<file path="config.mk">
export PLATFORM = sky130hd
export DESIGN_NAME = ifetch_flush_seq
export DESIGN_NICKNAME = d
export VERILOG_FILES = /design/src/rtl/ifetch_flush_pkg.sv /design/src/rtl/ifetch_flush_fsm.sv /design/src/rtl/ifetch_flush_drain.sv /design/src/rtl/ifetch_flush_tgt.sv /design/src/rtl/ifetch_flush_inv.sv /design/src/rtl/ifetch_flush_seq.sv
export SDC_FILE = /design/constraint.sdc
export NUM_CORES = 1
export LEC_CHECK = 0
export BUFFER_PORTS_ARGS = -buffer_cell sky130_fd_sc_hd__buf_2
export CAP_MARGIN = 20
export CORE_ASPECT_RATIO = 1.1
export CORE_UTILIZATION = 51
export CTS_CLUSTER_SIZE = 12
export DETAILED_ROUTE_END_ITERATION = 8
export PLACE_DENSITY_LB_ADDON = 0.25
export SYNTH_ARGS = -nofsm -noshare
export SYNTH_HDL_FRONTEND = slang
export SYNTH_SLANG_ARGS = --single-unit
</file>
<file path="constraint.sdc">
create_clock -name clk -period 5.62 [get_ports clk]
set_input_delay 1.124 -clock clk [delete_from_list [all_inputs] [get_ports clk]]
set_output_delay 1.124 -clock clk [all_outputs]
set_load 0.02 [all_outputs]
</file>
<file path="src/rtl/ifetch_flush_pkg.sv">
package ifetch_flush_pkg;

    localparam int unsigned INSTR_BYTES = 4;

    typedef enum logic [1:0] {
        FS_IDLE  = 2'd0,
        FS_DRAIN = 2'd1,
        FS_INVAL = 2'd2,
        FS_REDIR = 2'd3
    } fs_state_e;

    function automatic logic fs_is_busy(input fs_state_e s);
        return s != FS_IDLE;
    endfunction

endpackage

</file>
<file path="src/rtl/ifetch_flush_fsm.sv">
module ifetch_flush_fsm
    import ifetch_flush_pkg::*;
(
    input  logic      clk,
    input  logic      rst,
    input  logic      req_i,
    input  logic      drained_i,
    input  logic      kill_i,
    output fs_state_e state_o,
    output logic      accept_o
);
    fs_state_e state_q, state_d;

    always_comb begin
        state_d = state_q;
        unique case (state_q)
            FS_IDLE:  if (req_i) state_d = FS_DRAIN;
            FS_DRAIN: begin
                // a kill wins over a drained count in the same cycle
                if (kill_i)         state_d = FS_IDLE;
                else if (drained_i) state_d = FS_INVAL;
            end
            FS_INVAL: state_d = FS_REDIR;
            FS_REDIR: state_d = FS_IDLE;
            default:  state_d = FS_IDLE;
        endcase
    end

    always_ff @(posedge clk) begin
        if (rst) state_q <= FS_IDLE;
        else     state_q <= state_d;
    end

    assign accept_o = (state_q == FS_IDLE) && req_i;
    assign state_o  = state_q;
endmodule

</file>
<file path="src/rtl/ifetch_flush_drain.sv">
module ifetch_flush_drain #(
    parameter int unsigned CNT_W = 6
) (
    input  logic [CNT_W-1:0] pend_i,
    output logic             drained_o
);
    assign drained_o = (pend_i == '0);
endmodule

</file>
<file path="src/rtl/ifetch_flush_tgt.sv">
module ifetch_flush_tgt
    import ifetch_flush_pkg::*;
#(
    parameter int unsigned PC_W = 32
) (
    input  logic            clk,
    input  logic            rst,
    input  logic            load_i,
    input  logic [PC_W-1:0] pc_i,
    output logic [PC_W-1:0] target_o
);
    localparam logic [PC_W-1:0] STEP = PC_W'(INSTR_BYTES);

    logic [PC_W-1:0] pc_q;

    always_ff @(posedge clk) begin
        if (rst)         pc_q <= '0;
        else if (load_i) pc_q <= pc_i;
    end

    assign target_o = pc_q + STEP;
endmodule

</file>
<file path="src/rtl/ifetch_flush_inv.sv">
module ifetch_flush_inv #(
    parameter int unsigned NUM_BUF = 4
) (
    input  logic               fire_i,
    output logic [NUM_BUF-1:0] inv_o
);
    for (genvar b = 0; b < NUM_BUF; b++) begin : g_buf
        assign inv_o[b] = fire_i;
    end
endmodule

</file>
<file path="src/rtl/ifetch_flush_seq.sv">
module ifetch_flush_seq
    import ifetch_flush_pkg::*;
#(
    parameter int unsigned PC_W    = 32,
    parameter int unsigned CNT_W   = 6,
    parameter int unsigned NUM_BUF = 4
) (
    input  logic               clk,
    input  logic               rst,
    input  logic               flush_req_i,
    input  logic [PC_W-1:0]    flush_pc_i,
    input  logic [CNT_W-1:0]   st_pend_i,
    input  logic               kill_i,
    output logic               busy_o,
    output logic [NUM_BUF-1:0] fbuf_inv_o,
    output logic               redir_vld_o,
    output logic [PC_W-1:0]    redir_pc_o
);
    fs_state_e state;
    logic      accept;
    logic      drained;

    ifetch_flush_drain #(.CNT_W(CNT_W)) u_drain (
        .pend_i    (st_pend_i),
        .drained_o (drained)
    );

    ifetch_flush_fsm u_fsm (
        .clk       (clk),
        .rst       (rst),
        .req_i     (flush_req_i),
        .drained_i (drained),
        .kill_i    (kill_i),
        .state_o   (state),
        .accept_o  (accept)
    );

    ifetch_flush_tgt #(.PC_W(PC_W)) u_tgt (
        .clk      (clk),
        .rst      (rst),
        .load_i   (accept),
        .pc_i     (flush_pc_i),
        .target_o (redir_pc_o)
    );

    ifetch_flush_inv #(.NUM_BUF(NUM_BUF)) u_inv (
        .fire_i (state == FS_INVAL),
        .inv_o  (fbuf_inv_o)
    );

    assign busy_o      = fs_is_busy(state);
    assign redir_vld_o = (state == FS_REDIR);
endmodule

</file>
==> results.yml <==
floorplanning:
  die_h_um: 64.5
  rows: 22
  io_pins: 80
  die-area_mm2: 0.00380
  die-width_um: 58.9
  initial_core_util_pct: 54.0
  coreArea_mm2: 0.00336
clock_network:
  post_cts_buffers: 0
  cts_hold_buf: 0
  htreeDepth: 2
  cts_made_buffers: 5
  clock_latency_ns: 0.34
  clock_path_buffers: 2
  post_cts_resize_count: 0
  clk_pin_slew_ns: 0.10
  cts_tree: "yes"
  cts_root_buf: "clkbuf_4"
  cts_sinks: 34
logic_synthesis:
  seq_area_frac_synth_pct: 37.5
  synthDominantCellAreaShare_pct: 37.5
  synth_nets: 290
  synth_edf_count: 0
  synth_seq_cells: 34
  async_flop_share_pct: 0
  synth_area_leaders: "dfxtp_1 38%, nand2_1 16%, a21oi_1 9.1%, xor2_1 7.2%, xnor2_1 6.3%"
  synth_warnings: 0
  syn_inst: 247
  syn-cell-area_mm2: 0.00181
  synth_ff_type: "dfxtp_1"
  synth_cell_type_count: 24
  syn-mean-instance-area_um2: 7.34
  synth_top_area_cell: "dfxtp_1"
drt:
  drtAntennaViolNets: 0
  drt_iter0_markers: 72
  drt-total-wl_um: 4160
  dr.pass1.iters: 4
  vias_per_cell: 4.98
  drc: 0
  vias: 1818
  wl_per_cell_um: 11.4
placement:
  place.port_buffers: 79
  hpwl_um: 2980
  gp_congestion: 0.802
  place_area_mm2: 0.00217
timing:
  finalCritPeriodShare_pct: 59.5
  rsz0062_at_grt: "no"
  finalMaxSlewViolations: 0
  setup_violations: 0
  fin_crit_ns: 3.34
  tns_ns: 0
  max_freq_mhz: 299
  worst_pin_slew_ns: 1.00
  fin_skew_ns: 0.00444
  hold_violations: 0
  relSlewSlack_pct: 33.0
grt:
  track_usage_pct: 23.6
  grt-ovfl-total: 0
  antenna_found_initial: 0
  grt_pass1_vias: 1628
  grt_max_degree: 35
  grt_pass1_wl_um: 6870
final_layout:
  synthToLayoutAreaGrowth_pct: 23.9
  drive_gt1_share_pct: 28.4
  fin_nets: 359
  regArea_um2: 681
  num-fill-cells: 338
  diodes: 0
  postLayoutCellArea_mm2: 0.00225
  multi_input_area_mm2: 0.00102
pwr:
  power_density_mw_per_mm2: 225
  vdd_drop_max_uv: 123
  p_leak_nw: 1.06
critical_path:
  setup.worst_path.start_class: "flop"
  cp_max_fo: 7
  cp-end-kind: "output pin"
  critPathKind: "flop to output pin"
  required_ns: 4.50
  arrival_ns: 2.22
job:
  cap_viol_max_count: 0
hold_path:
  hp-class: "flop to flop"
status:
  status: "finished, final reports clean"
## critical path, cell delays in order, from the launching register on
cell	delay, ns
dfxtp_1	0.45
nand4_1	0.32
nor4_1	0.61
nand3_1	0.17
xnor2_1	0.15
buf_2	0.17
## flip-flops by register name, indices dropped and copies added (netlist names), named ones only
register	cells
u_fsm.state_o	1
u_tgt.pc_q	32
## where the power goes
| part | total (mW) | switching (mW) | internal [mW] |
|---|---|---|---|
| Combinational | 0.0932 | 0.0556 | 0.0376 |
| Sequential | 0.272 | 0.0163 | 0.255 |
| Clock | 0.142 | 0.0809 | 0.0606 |
| Total | 0.506 | 0.153 | 0.353 |
## final timing paths
check | start | end | slack [ns] | cells past startpoint
min reg2reg | u_tgt.pc_q[0]$_SDFFE_PP0P_ | u_tgt.pc_q[0]$_SDFFE_PP0P_ | 0.46 | 2
min | u_tgt.pc_q[0]$_SDFFE_PP0P_ | u_tgt.pc_q[0]$_SDFFE_PP0P_ | 0.46 | 2
max | u_tgt.pc_q[4]$_SDFFE_PP0P_ | redir_pc_o[19] | 2.28 | 5
max reg2reg | flop | u_tgt.pc_q[31]$_SDFFE_PP0P_ | 3.98 | 4
## cells in the final DEF (no fill, tap or decap), drive strengths merged, types with 2 or more instances in the layout
cell type / netlist / layout
xnor2: 13 / 13
nand3: 9 / 9
a21oi: 33 / 33
dfxtp: 34 / 34
and4: 3 / 3
nand2: 76 / 76
buf: 7 / 80
nor3: 6 / 6
and2: 2 / 2
nand4: 6 / 6
nor4: 9 / 9
clkbuf: 11 / 7
nor2: 11 / 11
inv: 5 / 5
xor2: 15 / 15
## final cells by class
class,count,area share [%]
clock buffer,7,2.45
clock inverter,1,0.223
inverter,5,0.836
multi-input combinational,190,45.2
sequential,34,30.3
tap,48,2.67
timing repair buffer,80,18.3
## synthesized netlist by cell type, types with 2 or more instances
| master | number |
|---|---|
| a21oi_1 | 33 |
| and2_1 | 2 |
| and4_1 | 3 |
| buf_4 | 6 |
| clkbuf_1 | 11 |
| dfxtp_1 | 34 |
| inv_1 | 5 |
| nand2_1 | 76 |
| nand3_1 | 9 |
| nand4_1 | 4 |
| nand4_2 | 2 |
| nor2_1 | 11 |
| nor3_1 | 6 |
| nor4_1 | 9 |
| xnor2_1 | 13 |
| xor2_1 | 15 |
## per-stage QoR
stage                     power (mW)  worst slack (ns)  cells  hold slack (ns)  utilization (%)
after detailed placement       0.369              2.67    356            0.443             64.6
after global placement         0.367              2.76    356            0.441             64.6
after floorplan                0.334              2.73    247            0.437                -
after CTS                      0.509              2.27    364            0.458             66.4
final                          0.506              2.28    365            0.460             66.9
after global routing           0.532              2.12    365            0.510             66.9
## per-layer routing
layer	track usage [%]	up-vias	routed length, um
li1	-	955	-
met1	27.6	807	1890
met2	40.5	47	2020
met3	5.59	9	177
met4	10.1	0	80
met5	0	-	0
## kinds of logic (layout without fill, tap and decap cells)
logic type / after synthesis / after routing / synth area share [%]
compound gates: 34 / 34 / 9.59
xor+xnor: 28 / 28 / 13.5
fa+ha+maj: 1 / 1 / 0.690
flops: 34 / 34 / 37.5
simple gates: 127 / 127 / 32.2
buf+inv: 23 / 93 / 6.42
Note: power is estimated with default switching activity, not from simulation.
